`config.mk`:
```
export PLATFORM = sky130hd
export DESIGN_NAME = spi_byte_master
export DESIGN_NICKNAME = d
export VERILOG_FILES = /design/src/rtl/spi_eng_pkg.sv /design/src/rtl/spi_tick_gen.sv /design/src/rtl/spi_sequencer.sv /design/src/rtl/spi_shifter.sv /design/src/rtl/spi_byte_master.sv
export SDC_FILE = /design/constraint.sdc
export NUM_CORES = 1
export LEC_CHECK = 0
export BUFFER_PORTS_ARGS = -buffer_cell sky130_fd_sc_hd__buf_2
export CAP_MARGIN = 20
export CELL_PAD_IN_SITES_DETAIL_PLACEMENT = 0
export CELL_PAD_IN_SITES_GLOBAL_PLACEMENT = 2
export CORE_UTILIZATION = 41
export CTS_BUF_LIST = sky130_fd_sc_hd__clkbuf_4
export DETAILED_ROUTE_END_ITERATION = 8
export PLACE_DENSITY = 0.9
export SETUP_SLACK_MARGIN = 0.2
export SLEW_MARGIN = 5
export SYNTH_ARGS = -nofsm -noshare
export SYNTH_HDL_FRONTEND = slang
export SYNTH_SLANG_ARGS = --single-unit
export TNS_END_PERCENT = 20
```
`constraint.sdc`:
```
create_clock -name clk -period 7.1 [get_ports clk]
set_input_delay 0.355 -clock clk [delete_from_list [all_inputs] [get_ports clk]]
set_output_delay 0.355 -clock clk [all_outputs]
set_load 0.05 [all_outputs]
```
`src/rtl/spi_eng_pkg.sv`:
```
package spi_eng_pkg;
  typedef struct packed {
    logic cpol;
    logic cpha;
    logic lsb;
  } spi_fmt_t;
endpackage

```
`src/rtl/spi_tick_gen.sv`:
```
module spi_tick_gen #(
  parameter int DIVW = 8
) (
  input  logic            clk,
  input  logic            rst_n,
  input  logic            run,
  input  logic [DIVW-1:0] half,
  output logic            tick
);
  logic [DIVW-1:0] cnt;
  logic [DIVW-1:0] lim;

  assign lim  = (half == '0) ? '0 : half - 1'b1;
  assign tick = run && (cnt == lim);

  always_ff @(posedge clk or negedge rst_n) begin
    if (!rst_n)        cnt <= '0;
    else if (!run)     cnt <= '0;
    else if (cnt == lim) cnt <= '0;
    else               cnt <= cnt + 1'b1;
  end
endmodule

```
`src/rtl/spi_sequencer.sv`:
```
module spi_sequencer
  import spi_eng_pkg::*;
#(
  parameter int DW = 8
) (
  input  logic     clk,
  input  logic     rst_n,
  input  logic     start,
  input  logic     tick,
  input  spi_fmt_t fmt,
  input  logic     cpol_live,
  output logic     busy,
  output logic     sck,
  output logic     ss_n,
  output logic     sample_en,
  output logic     shift_en,
  output logic     finish
);
  localparam int EDGES = 2 * DW;
  localparam int CW    = $clog2(EDGES + 2);

  logic [CW-1:0] ecnt;
  logic [CW-1:0] nxt;
  logic          sck_q;
  logic          edge_now;

  assign nxt       = ecnt + 1'b1;
  assign edge_now  = busy && tick && (nxt <= CW'(EDGES));
  assign sample_en = edge_now && (nxt[0] ^ fmt.cpha);
  assign shift_en  = edge_now && !(nxt[0] ^ fmt.cpha) && !(fmt.cpha && nxt == CW'(1));
  assign finish    = busy && tick && (nxt == CW'(EDGES + 1));
  assign sck       = busy ? sck_q : cpol_live;

  always_ff @(posedge clk or negedge rst_n) begin
    if (!rst_n) begin
      busy  <= 1'b0;
      ss_n  <= 1'b1;
      ecnt  <= '0;
      sck_q <= 1'b0;
    end else if (start) begin
      busy  <= 1'b1;
      ss_n  <= 1'b0;
      ecnt  <= '0;
      sck_q <= cpol_live;
    end else if (busy && tick) begin
      ecnt <= nxt;
      if (edge_now) sck_q <= ~sck_q;
      if (finish) begin
        busy <= 1'b0;
        ss_n <= 1'b1;
      end
    end
  end


  start_sel_chk: assert property (@(posedge clk) disable iff (!rst_n)
    start |=> !ss_n);

  sck_hold_chk: assert property (@(posedge clk) disable iff (!rst_n)
    busy && !tick |=> $stable(sck_q));
endmodule

```
`src/rtl/spi_shifter.sv`:
```
module spi_shifter #(
  parameter int DW = 8
) (
  input  logic          clk,
  input  logic          rst_n,
  input  logic          load,
  input  logic [DW-1:0] din,
  input  logic          lsb,
  input  logic          shift_en,
  input  logic          sample_en,
  input  logic          finish,
  input  logic          miso,
  output logic          mosi,
  output logic [DW-1:0] rx_buf
);
  logic [DW-1:0] tx;
  logic [DW-1:0] rx;

  assign mosi = lsb ? tx[0] : tx[DW-1];

  always_ff @(posedge clk or negedge rst_n) begin
    if (!rst_n) begin
      tx <= '0;
      rx <= '0;
    end else if (load) begin
      tx <= din;
      rx <= '0;
    end else begin
      if (shift_en) tx <= lsb ? {1'b0, tx[DW-1:1]} : {tx[DW-2:0], 1'b0};
      if (sample_en) rx <= lsb ? {miso, rx[DW-1:1]} : {rx[DW-2:0], miso};
    end
  end

  always_ff @(posedge clk) begin
    if (finish) rx_buf <= rx;
  end


  mosi_steady_chk: assert property (@(posedge clk) disable iff (!rst_n)
    sample_en |=> $stable(mosi));
endmodule

```
`src/rtl/spi_byte_master.sv`:
```
module spi_byte_master
  import spi_eng_pkg::*;
#(
  parameter int DW   = 8,
  parameter int DIVW = 8
) (
  input  logic            clk,
  input  logic            rst_n,
  input  logic            cfg_cpol,
  input  logic            cfg_cpha,
  input  logic            cfg_lsb_first,
  input  logic [DIVW-1:0] cfg_half,
  input  logic            wr_en,
  input  logic [DW-1:0]   wr_data,
  output logic [DW-1:0]   rd_data,
  output logic            xfer_done,
  output logic            done_pulse,
  output logic            wr_collision,
  output logic            sck,
  output logic            mosi,
  input  logic            miso,
  output logic            ss_n
);
  spi_fmt_t        fmt_q;
  logic [DIVW-1:0] half_q;
  logic            busy, start, tick, sample_en, shift_en, finish;

  assign start = wr_en && !busy;

  always_ff @(posedge clk or negedge rst_n) begin
    if (!rst_n) begin
      fmt_q        <= '0;
      half_q       <= '0;
      xfer_done    <= 1'b0;
      done_pulse   <= 1'b0;
      wr_collision <= 1'b0;
    end else begin
      done_pulse <= finish;
      if (start) begin
        fmt_q        <= '{cpol: cfg_cpol, cpha: cfg_cpha, lsb: cfg_lsb_first};
        half_q       <= cfg_half;
        xfer_done    <= 1'b0;
        wr_collision <= 1'b0;
      end else begin
        if (finish) xfer_done <= 1'b1;
        if (wr_en)  wr_collision <= 1'b1;
      end
    end
  end

  spi_tick_gen #(.DIVW(DIVW)) u_tick (
    .clk(clk), .rst_n(rst_n), .run(busy), .half(half_q), .tick(tick)
  );

  spi_sequencer #(.DW(DW)) u_seq (
    .clk(clk), .rst_n(rst_n), .start(start), .tick(tick), .fmt(fmt_q),
    .cpol_live(cfg_cpol), .busy(busy), .sck(sck), .ss_n(ss_n),
    .sample_en(sample_en), .shift_en(shift_en), .finish(finish)
  );

  spi_shifter #(.DW(DW)) u_shift (
    .clk(clk), .rst_n(rst_n), .load(start), .din(wr_data), .lsb(fmt_q.lsb),
    .shift_en(shift_en), .sample_en(sample_en), .finish(finish),
    .miso(miso), .mosi(mosi), .rx_buf(rd_data)
  );


  wr_collision_chk: assert property (@(posedge clk) disable iff (!rst_n)
    wr_en && busy |=> wr_collision);

  done_pulse_chk: assert property (@(posedge clk) disable iff (!rst_n)
    done_pulse |-> ss_n && xfer_done);

  done_single_chk: assert property (@(posedge clk) disable iff (!rst_n)
    done_pulse |=> !done_pulse);
endmodule

```
After elaboration in Yosys (flattened, before gate mapping):

Index checks and enable logic that the tools add are counted.
Widths: inputs -> output; s select.

* add/subtract/negate cells: 3
* multiply operators: 0
* divide/modulo/power cells: 0
* magnitude comparators: 1
* eq/ne operators: 3
* shift-type cells: 0
* muxes and demuxes: 25
* bitwise gates (word level): 2
* reduce and logical (&&, ||, !) cells: 21

Operators with widths (count)
* $mux 8: 9
* $mux 1: 14
* $reduce_bool 2->1: 6
* $mux 5: 2
* $logic_and 1x1->1: 9
* $add 8x1->8 const B: 1
* $eq 8x8->1: 1
* $logic_not 8->1: 1
* $sub 8x1->8 const B: 1
* $add 5x1->5 const B: 1
* $eq 5x1->1 const B: 1
* $eq 5x5->1 const B: 1
* $le 5x5->1 const B: 1
* $reduce_and 2->1: 2
* $logic_not 1->1: 3
* $not 1->1: 1
* $xor 1x1->1: 1

* flip-flop bits (word level): 53
* latch bits: 0
* memory bits (writable): 0
* memory bits (read-only): 0
* bits of input ports: 23
* output and inout port bits: 14
* word-level logic and storage cells: 69
* memories kept: 0

Logic depth before layout (Yosys ltp):

Gate-level depths: netlist of the first run.

* depth after elaboration: 10
* depth in mapped cells: 11
* gate-level depth less buffers: 9

Cells and area by module:

Synthesis of the first run repeated with hierarchy kept, for this count alone.

* cell total of the unflattened synthesis: 293
* area, all modules: 3135.5 µm²

Modules (own cells, without submodules)
* spi_shifter: times used 1, cells an instance 90, area an instance 1132.3 µm², seq. area each 640.6 µm²
* spi_tick_gen: times used 1, cells an instance 104, area an instance 854.6 µm², seq. area each 200.2 µm²
* spi_sequencer: times used 1, cells an instance 69, area an instance 591.8 µm², seq. area each 201.4 µm²
* spi_byte_master: times used 1, cells an instance 30, area an instance 556.8 µm², seq. area each 350.3 µm²

Worst setup path after synthesis of the first run:

No wires, ideal clock.

* kind: register to register
* start: register half_q[2]
* end: register u_shift.rx_buf[0], enable pin
* setup time: 0.390 ns
* arrival: 2.962 ns
* path slack: 3.748 ns
* stages on the path, launching flop included: 8
* buffers on the path: 1
* period minus slack after synthesis: 3.352 ns
* cells stage by stage: dfrtp_1 > or4_1 > buf_2 > or4_4 > and3_4 > nor4_4 > nand2_1 > nor3_1

* word-level cells in the longest chain between the ends: 6
* elaborated cells between the ends (all ways): 7
* classes of those cells: add/sub (1); eq/ne (1); mux (1); reduce/logical (4)

RTL lines
* start: declaration: line spi_byte_master.sv:25 `logic [DIVW-1:0] half_q;`
* start signal: assignment: line spi_byte_master.sv:41 `half_q <= cfg_half;`
* $sub 8x1->8 / $logic_not 8->1 (equally long branches): line spi_tick_gen.sv:13 `assign lim = (half == '0) ? '0 : half - 1'b1;`
* $mux 8 (*): line spi_tick_gen.sv:13
* $eq 8x8->1 (*): line spi_tick_gen.sv:14 `assign tick = run && (cnt == lim);`
* $logic_and 1x1->1 (*): line spi_tick_gen.sv:14
* $logic_and 1x1->1 (*) (2 in series): line spi_sequencer.sv:31 `assign finish = busy && tick && (nxt == CW'(EDGES + 1));`
* net finish: line spi_byte_master.sv:26 `logic busy, start, tick, sample_en, shift_en, finish;`
* end signal: assignment: line spi_shifter.sv:35 `if (finish) rx_buf <= rx;`
* end: declaration: line spi_shifter.sv:14 `output logic [DW-1:0] rx_buf`

Mark *: on every way through the listed nets, which the timed path passes. The rest lies on a longest branch.
A chain may end at the register's enable or synchronous reset.

Worst setup path after layout of the first run:

* start: register half_q[2]
* end: register u_shift.rx_buf[6], enable pin

The elaborated chain is that of the path after synthesis.

==> summary.txt, run 1 <==
Min path
  • Hold Crit Class: in -> reg
  • Hold EP: half_q[7]
  • Hold Crit Start: cfg_half[7]
  • Worst Hold Depth: 3

Global route
  • Antenna violations before repair: 0
  • Tot GR Track Use: 0.172
  • Vias in the first global route: 2024
  • Remaining Overflow, GRT: 0
  • First-pass GRT wire length: 9960 µm
  • Largest net degree at the start of global routing: 46

Logic synthesis
  • Yosys reg bits: 53
  • Avg Cell Area, Syn: 9.96 µm²
  • Synth unique cells: 53
  • Post-Syn Nets: 318
  • Synth Instances: 291
  • Synth top area share: 0.380
  • Ranking of synthesized cells by area: dfrtp_1, edfxtp_1, mux2_2, nand2_1, mux2i_1
  • Number of synthesized flops with an enable pin: 8
  • Most common cell in the netlist: nand2_1
  • Post-synthesis async set-or-reset flop share: 0.849
  • Top cells by count, synth: nand2_1, dfrtp_1, nor2_1
  • Register area share after synthesis: 0.472
  • Largest area contributor in the netlist: dfrtp_1
  • Synth warn: 0
  • Synth Cell Area: 2900 µm²
  • Dominant synthesized flop cell: dfrtp_1

Route
  • DR pass1 iterations: 4
  • Final ANT Viol Nets: 0
  • Post-route DRC: 0
  • Max Used Layer: met4
  • WL met3: 225 µm
  • Wire per inst: 14.1 µm
  • WL final: 5900 µm
  • Met2 wire length: 2610 µm
  • Vias: 2158
  • Metal1 wirelength: 3040 µm
  • Via/cell ratio: 5.16
  • Iter 0 DRT Violations: 121

Floorplan
  • Die ar.: 7410 µm²
  • Initial Utilization: 0.427
  • Row count: 30
  • Core area: 6790 µm²
  • Die Span Y: 86.1 µm
  • Die W: 86.1 µm
  • I/O pin count: 37

Worst setup path
  • Setup CP Type: reg -> reg
  • Worst path max stage delay: 660 ps
  • CP Capture Type: flop
  • Crit path required time: 7200 ps
  • Reg-to-reg endpoint: u_shift.rx_buf[6]
  • Worst Path Max Fanout: 11
  • Reg2Reg Depth: 7
  • CP max-delay cell: or4_1
  • Delay-heaviest family, CP: simple AND/OR/NAND/NOR gates
  • Worst r2r src: half_q[2]
  • Worst-path cell chain: or4_1 > or4_4 > and3_4 > nor4_4 > nand2_1 > nor3_1 > buf_4
  • Worst Path Buf+Inv: 1
  • Flop2flop setup slack: 3960 ps
  • Critical Path Source Type: flop
  • CP Data Arrival Time: 3240 ps

Final layout
  • Proportion of layout cells with a drive suffix above 1: 0.236
  • Ant diodes: 0
  • Final std cells w/o fill: 418
  • Final nets: 348
  • Design area: 3260 µm²
  • Syn-to-layout area delta: 12.4%

CTS
  • CTS Buffer Depth: 2
  • Number of buffers created by CTS: 5
  • Resized cells post-CTS: 0
  • Clock Root Buffer: clkbuf_4
  • CTS tree: built
  • Clock-pin slew on the worst setup and hold paths: 170 ps
  • CTS Sinks: 53
  • H-tree Lvls: 2
  • Total setup buffers inserted after CTS: 0
  • Clock latency reported for the late side of the worst-skew pair: 380 ps

Timing
  • WHS: 158 ps
  • Least-Margin Pin Slew: 853 ps
  • Final setup margin: 3960 ps
  • Fmax: 319 MHz
  • Final Setup Violations: 0
  • RSZ-0062 raised after global routing: no
  • Setup Skew: 20.1 ps
  • Relative slew slack: 0.429
  • Crit path time final: 3140 ps
  • Hold Fails Final Rpt: 0
  • Slew Viols, Final: 0
  • Setup TNS: 0 ps
  • Tcrit/Tclk final: 0.442

Placement
  • IO Port Bufs: 36
  • Total placed instance area: 3140 µm²
  • Post-detail-place hpwl: 3990 µm
  • Placed cells: 408
  • Pre-CTS worst setup slack: 3990 ps
  • GP Congestion: 0.799

Power and ir drop
  • Maximum vdd drop: 0.000226 V
  • Combinational share of power: 0.431
  • Sequential Power Share: 0.437
  • Sw frac: 0.424
  • Pwr dens: 416 nW/µm²
  • Pint: 781 µW
  • Clock share of power: 0.132
  • Sw power: 575 µW
  • Leakage: 0.00148 µW

Run
  • Max-capacitance violation count: 0

Outcome
  • Outcome: finished, final reports clean
-- placed cells by master, fill, tap and decap left out, drive strengths merged, types with 4 or more instances in the layout --
cell	Yosys	final
xor2	6	6
nand3	12	12
edfxtp	8	8
inv	10	10
o21ai	16	16
nand2	46	46
and3	5	5
a21oi	6	6
clkbuf	13	6
ha	4	4
buf	4	39
mux2	17	17
mux2i	16	16
nor2	20	20
or4	5	5
dfrtp	44	44
nor4	5	5
xnor2	5	5
-- tightest hold or removal path, delay by kind of cell --
kind / cells / cell delay, ps
buf+inv: 1 / 70
simple gates: 2 / 80
-- stage by stage --
step | power, µW | util
final | 1360 | 0.480
after global routing | 1480 | 0.480
after CTS | 1360 | 0.475
after detailed placement | 1180 | 0.463
after global placement | 1170 | 0.463
after floorplan | 1060 | -
-- registers in the layout, indices dropped and copies added (netlist names) --
name and cells:
u_shift.rx_buf 8, u_shift.tx 8, u_seq.ecnt 5, half_q 8, u_tick.cnt 8, u_seq.busy 1
fmt_q 2, wr_collision 1, u_seq.ss_n 1, u_seq.sck_q 1, u_shift.rx 8, xfer_done 1
done_pulse 1
-- power by group through the flow --
stage | clock network, µW | logic, µW | registers [µW]
final | 179 | 584 | 593
after global routing | 195 | 662 | 618
after CTS | 185 | 586 | 592
after detailed placement | 0 | 583 | 598
after global placement | 0 | 571 | 596
after floorplan | 0 | 535 | 520
-- how the worst max path moves through the flow --
stage / cells past startpoint / start / endpoint
after floorplan: 7 / half_q[2] / u_shift.rx_buf[0]
after global placement: 7 / half_q[2] / u_shift.rx_buf[4]
after detailed placement: 7 / half_q[2] / u_shift.rx_buf[5]
after CTS: 7 / half_q[2] / u_tick.cnt[7]
after global routing: 7 / half_q[2] / u_tick.cnt[7]
final: 7 / half_q[2] / u_shift.rx_buf[6]
-- layer usage --
| metal | global-route usage | vias to the layer above |
|---|---|---|
| met5 | 0 | - |
| met4 | 0.0409 | 0 |
| met3 | 0.0414 | 2 |
| met2 | 0.260 | 48 |
| met1 | 0.249 | 1012 |
| li1 | - | 1096 |
-- timing repair --
item,4_1_cts,5_1_grt
hold endpoints to repair,0,7
setup endpoints to repair,0,0
hold buffers,0,1
-- logic make-up after synthesis --
family / Yosys count / share of synthesized area
AO/OA/AOI/OAI: 45 / 0.102
XOR/XNOR: 11 / 0.0332
adder cells (fa/ha/maj): 4 / 0.0173
buffers and inverters: 27 / 0.0376
flip-flops: 53 / 0.472
multiplexers: 33 / 0.121
AND/OR/NAND/NOR: 118 / 0.216
-- layout make-up --
type,instances,area (µm²)
Fill cell,656,3540
Sequential cell,53,1370
Multi-Input combinational cell,211,1420
Clock inverter,2,38.8
Clock buffer,6,45.0
Timing Repair Buffer,40,225
Inverter,10,37.5
Tap cell,96,120
Power figures use the tool's default switching activity.
==> run 2: changes to the inputs <==
--- a/config.mk
+++ b/config.mk
@@ -9,10 +9,10 @@
 export CAP_MARGIN = 20
 export CELL_PAD_IN_SITES_DETAIL_PLACEMENT = 0
 export CELL_PAD_IN_SITES_GLOBAL_PLACEMENT = 2
-export CORE_UTILIZATION = 41
+export CORE_UTILIZATION = 38
 export CTS_BUF_LIST = sky130_fd_sc_hd__clkbuf_4
 export DETAILED_ROUTE_END_ITERATION = 8
-export PLACE_DENSITY = 0.9
+export PLACE_DENSITY = 0.85
 export SETUP_SLACK_MARGIN = 0.2
 export SLEW_MARGIN = 5
 export SYNTH_ARGS = -nofsm -noshare
==> constraint.sdc (replaced) <==
create_clock -name clk -period 3.05 [get_ports clk]
set_input_delay 0.1525 -clock clk [delete_from_list [all_inputs] [get_ports clk]]
set_output_delay 0.1525 -clock clk [all_outputs]
set_load 0.05 [all_outputs]
==> run 2 against run 1 <==
Worst setup slack worse by 3700 ps. Worst hold slack worse by 150 ps. Final area increased by 9.4%. Flip-flop and latch count stayed put. Total power rose by 150%. Clock power up 94%. Critical path depth up 2. Critical endpoint is now xfer_done. Largest cell class unchanged. Largest power group is now combinational cells.
==> summary.txt, run 2 (same netlist as run 1, synthesis figures left out) <==
Outcome
  • Outcome: finished, final reports clean

Power and ir drop
  • Sequential Power Share: 0.407
  • Leakage: 0.00163 µW
  • Pwr dens: 933 nW/µm²
  • Maximum vdd drop: 0.000325 V
  • Sw frac: 0.434
  • Combinational share of power: 0.488
  • Sw power: 1440 µW
  • Pint: 1880 µW
  • Clock share of power: 0.104

Route
  • Wire per inst: 13.9 µm
  • Met2 wire length: 2820 µm
  • DR pass1 iterations: 4
  • Via/cell ratio: 5.12
  • Max Used Layer: met4
  • Metal1 wirelength: 3160 µm
  • Vias: 2310
  • Final ANT Viol Nets: 0
  • WL final: 6280 µm
  • WL met3: 200 µm
  • Post-route DRC: 0
  • Iter 0 DRT Violations: 116

Floorplan
  • Die Span Y: 89.3 µm
  • Row count: 31
  • Initial Utilization: 0.395
  • Die ar.: 7980 µm²
  • I/O pin count: 37
  • Die W: 89.3 µm
  • Core area: 7330 µm²

Worst setup path
  • CP Data Arrival Time: 3080 ps
  • Worst Path Max Fanout: 11
  • Crit path required time: 3350 ps
  • CP max-delay cell: or4_2
  • Critical Path Source Type: flop
  • Setup CP Type: reg -> reg
  • Worst-path cell chain: or4_4 > or4_2 > o311ai_0 > o32ai_4 > buf_4 > nand2_2 > nor3_4 > buf_12 > a21o_1
  • Delay-heaviest family, CP: simple AND/OR/NAND/NOR gates
  • Worst path max stage delay: 560 ps
  • Worst Path Buf+Inv: 2
  • CP Capture Type: flop

Timing
  • Final setup margin: 269 ps
  • Least-Margin Pin Slew: 714 ps
  • Hold Fails Final Rpt: 0
  • RSZ-0062 raised after global routing: yes
  • WHS: 12.2 ps
  • Tcrit/Tclk final: 0.912
  • Setup TNS: 0 ps
  • Final Setup Violations: 0
  • Setup Skew: 9.46 ps
  • Relative slew slack: 0.522
  • Slew Viols, Final: 0
  • Fmax: 360 MHz
  • Crit path time final: 2780 ps

CTS
  • CTS tree: built
  • Number of buffers created by CTS: 5
  • Clock Root Buffer: clkbuf_4
  • CTS Buffer Depth: 2
  • H-tree Lvls: 2
  • Clock-pin slew on the worst setup and hold paths: 170 ps
  • Clock latency reported for the late side of the worst-skew pair: 390 ps
  • CTS Sinks: 53

Min path
  • Hold Crit Class: in -> reg

Placement
  • Placed cells: 418
  • GP Congestion: 0.815
  • IO Port Bufs: 36
  • Pre-CTS worst setup slack: 93.2 ps
  • Post-detail-place hpwl: 4230 µm

Final layout
  • Final nets: 378
  • Most frequent cells in the layout: nand2_1, dfrtp_1, buf_2, nor2_1
  • Ant diodes: 0
  • Final std cells w/o fill: 451
  • Syn-to-layout area delta: 23.0%
  • Proportion of layout cells with a drive suffix above 1: 0.273
  • Most common cell after layout, fill and taps aside: nand2_1

Global route
  • Largest net degree at the start of global routing: 46
  • First-pass GRT wire length: 10300 µm
  • Tot GR Track Use: 0.167
  • Antenna violations before repair: 0
  • Vias in the first global route: 2174
  • Remaining Overflow, GRT: 0

Run
  • Max-capacitance violation count: 0
## run 2: metal layers
layer	GRT usage	vias up
li1	-	1154
met1	0.229	1098
met2	0.268	49
met3	0.0342	9
met4	0.0505	0
met5	0	-
## run 2: final cells by class
cell class / count / area (µm²)
inverter: 10 / 37.5
sequential: 53 / 1370
clock inverter: 3 / 25.0
tap: 99 / 124
fill: 677 / 3770
timing repair buffer: 70 / 503
multi-input combinational: 211 / 1470
clock buffer: 5 / 37.5
## run 2: final timing paths
kind	startpoint	endpoint	slack (ps)	cells after the start
worst min-delay path	cfg_half[1]	half_q[1]	10	3
max in group asynchronous	rst_n	fmt_q[1]	2350	3
worst max register to register	half_q[3]	xfer_done	270	9
min in group asynchronous	rst_n	u_tick.cnt[0]	190	2
worst max-delay path	half_q[3]	xfer_done	270	9
worst min register to register	xfer_done	xfer_done	490	1
## run 2: power by group through the flow
stage	Clock [µW]	Sequential [µW]	Combinational (µW)
finish	347	1360	1620
global route	381	1400	1810
CTS	354	1350	1550
detailed placement	0	1360	1460
global placement	0	1360	1440
floorplan	0	1210	1270
## run 2: metrics by stage
| stage | total power, µW | instance area (µm²) | utilization |
|---|---|---|---|
| 2_1_floorplan | 2480 | 2910 | - |
| 3_3_place_gp | 2800 | 3230 | 0.440 |
| 3_5_place_dp | 2820 | 3230 | 0.440 |
| 4_1_cts | 3260 | 3490 | 0.476 |
| 5_1_grt | 3590 | 3560 | 0.486 |
| 6_report | 3330 | 3560 | 0.486 |
## run 2: what timing repair did
| action | CTS | global route |
|---|---|---|
| hold endpoints to repair | 60 | 0 |
| pin swaps | 2 | 2 |
| hold buffers | 17 | 0 |
| cloned | 0 | 0 |
| endpoints found under the setup margin | 24 | 20 |
| buffers inserted | 2 | 5 |
| resized for setup | 4 | 4 |
## run 2: worst min-delay path: cells and delay by family
| family | cells | cell delay (ps) |
|---|---|---|
| compound gates | 1 | 90 |
| buf+inv | 1 | 70 |
| simple gates | 1 | 60 |
==> run 3: changes to the inputs <==
--- a/config.mk
+++ b/config.mk
@@ -10,8 +10,9 @@
 export CELL_PAD_IN_SITES_DETAIL_PLACEMENT = 0
 export CELL_PAD_IN_SITES_GLOBAL_PLACEMENT = 2
 export CORE_UTILIZATION = 38
-export CTS_BUF_LIST = sky130_fd_sc_hd__clkbuf_4
+export CTS_BUF_LIST = sky130_fd_sc_hd__clkbuf_8
 export DETAILED_ROUTE_END_ITERATION = 8
+export HOLD_SLACK_MARGIN = 0.08
 export PLACE_DENSITY = 0.85
 export SETUP_SLACK_MARGIN = 0.2
 export SLEW_MARGIN = 5
==> run 3 against run 2 <==
Clock skew grew 0.79 ps. Non-clock buffer count is the same. Flip-flop and latch count is the same. Die area is the same. Critical path depth shrank 1. Clock power grew 22%. Combinational power shrank 4%.
==> summary.txt, run 3 (same netlist as run 1, synthesis figures left out) <==
Route
  • Vias: 2295
  • Via/cell ratio: 5.09
  • WL final: 6210 µm
  • Final ANT Viol Nets: 0
  • Iter 0 DRT Violations: 92
  • Wire per inst: 13.8 µm
  • DR pass1 iterations: 5
  • Post-route DRC: 0

Outcome
  • Outcome: finished, final reports clean

Global route
  • First-pass GRT wire length: 10100 µm
  • Vias in the first global route: 2148
  • Remaining Overflow, GRT: 0
  • Largest net degree at the start of global routing: 46
  • Antenna violations before repair: 0
  • Tot GR Track Use: 0.164

Final layout
  • Most common cell after layout, fill and taps aside: nand2_1
  • Filler instances: 676
  • Proportion of layout cells with a drive suffix above 1: 0.276
  • Ant diodes: 0
  • Syn-to-layout area delta: 23.7%
  • Most frequent cells in the layout: nand2_1, dfrtp_1, buf_2, nor2_1
  • Fin util: 0.489
  • Final nets: 378
  • Design area: 3590 µm²

Min path
  • Hold Crit Class: in -> reg
  • Hold Crit Start: cfg_half[0]

Placement
  • Total placed instance area: 3230 µm²
  • IO Port Bufs: 36
  • GP Congestion: 0.815
  • Post-detail-place hpwl: 4230 µm

Floorplan
  • Die Span Y: 89.3 µm
  • Die ar.: 7980 µm²
  • Die W: 89.3 µm
  • Initial Utilization: 0.395
  • Core area: 7330 µm²
  • Row count: 31
  • I/O pin count: 37

Worst setup path
  • Critical Path Start: half_q[2]
  • CP Data Arrival Time: 2820 ps
  • Worst Path Max Fanout: 11
  • Worst r2r src: half_q[2]
  • Critical Path Source Type: flop
  • Setup CP Type: reg -> reg
  • CP Capture Type: flop
  • Crit path required time: 3090 ps

CTS
  • Clock Root Buffer: clkbuf_8
  • Number of buffers created by CTS: 5
  • CTS Buffer Depth: 2
  • Clock-pin slew on the worst setup and hold paths: 110 ps
  • CTS tree: built
  • Clock latency reported for the late side of the worst-skew pair: 310 ps
  • H-tree Lvls: 2
  • CTS Sinks: 53

Timing
  • Fmax: 360 MHz
  • Setup Skew: 10.2 ps
  • Hold Fails Final Rpt: 0
  • Least-Margin Pin Slew: 705 ps
  • Tcrit/Tclk final: 0.911
  • Final Setup Violations: 0
  • RSZ-0062 raised after global routing: yes
  • Setup TNS: 0 ps
  • Relative slew slack: 0.528
  • Slew Viols, Final: 0
  • Crit path time final: 2780 ps

Run
  • Max-capacitance violation count: 0

Power and ir drop
  • Pwr dens: 932 nW/µm²
  • Maximum vdd drop: 0.000309 V
  • Leakage: 0.00163 µW
[run 3: path summary, 6_finish.rpt]
kind                                     end  depth (start not counted)  slack (ps)
setup / recovery           u_shift.rx_buf[3]                          8         270
hold / removal                     half_q[0]                          3         100
setup reg to reg           u_shift.rx_buf[3]                          8         270
hold reg to reg                    xfer_done                          1         480
max in group asynchronous        u_seq.sck_q                          3        2260
min in group asynchronous      u_tick.cnt[0]                          2         290
[run 3: stage by stage]
| step | total power [µW] | cells | hold slack (ps) | setup WS (ps) |
|---|---|---|---|---|
| floorplan | 2480 | 291 | -143 | 271 |
| global placement | 2800 | 418 | 347 | 178 |
| detailed placement | 2820 | 418 | 348 | 93.2 |
| CTS | 3310 | 444 | 83.7 | 201 |
| global route | 3600 | 451 | 102 | 166 |
| finish | 3340 | 451 | 97.1 | 272 |
[run 3: routing by layer]
| metal | GRT usage | vias up | routed length [µm] |
|---|---|---|---|
| li1 | - | 1151 | - |
| met1 | 0.224 | 1093 | 3140 |
| met4 | 0.0491 | 0 | 75 |
| met2 | 0.264 | 43 | 2790 |
| met3 | 0.0342 | 8 | 200 |
| met5 | 0 | - | 0 |
[run 3: area by class of cell]
class / instances / area [µm²] / area share
Clock buffer: 5 / 68.8 / 0.0192
Clock inverter: 3 / 25.0 / 0.00698
Inverter: 10 / 37.5 / 0.0105
Multi-Input combinational cell: 211 / 1460 / 0.406
Sequential cell: 53 / 1370 / 0.382
Tap cell: 99 / 124 / 0.0345
Timing Repair Buffer: 70 / 503 / 0.140
[run 3: worst max-delay path, cell delays in order (launching register included)]
cell	delay, ps
dfrtp_2	440
or4_4	570
or4_4	450
and3_4	190
nor4_4	190
buf_4	180
nand2_2	80
nor3_4	240
buf_12	160
[run 3: timing repair]
| action | 4_1_cts | 5_1_grt |
|---|---|---|
| resized for setup | 4 | 3 |
| endpoints found under the setup margin | 21 | 24 |
| gates cloned | 0 | 0 |
| pin swaps | 2 | 3 |
| hold buffers | 17 | 0 |
| hold endpoints to repair | 60 | 0 |
| setup buffers | 1 | 6 |
[run 3: where the power goes]
part / leakage [µW] / switching, µW / internal [µW]
Clock: 0.0000447 / 256 / 167
Sequential: 0.000598 / 362 / 994
Combinational: 0.000992 / 802 / 762
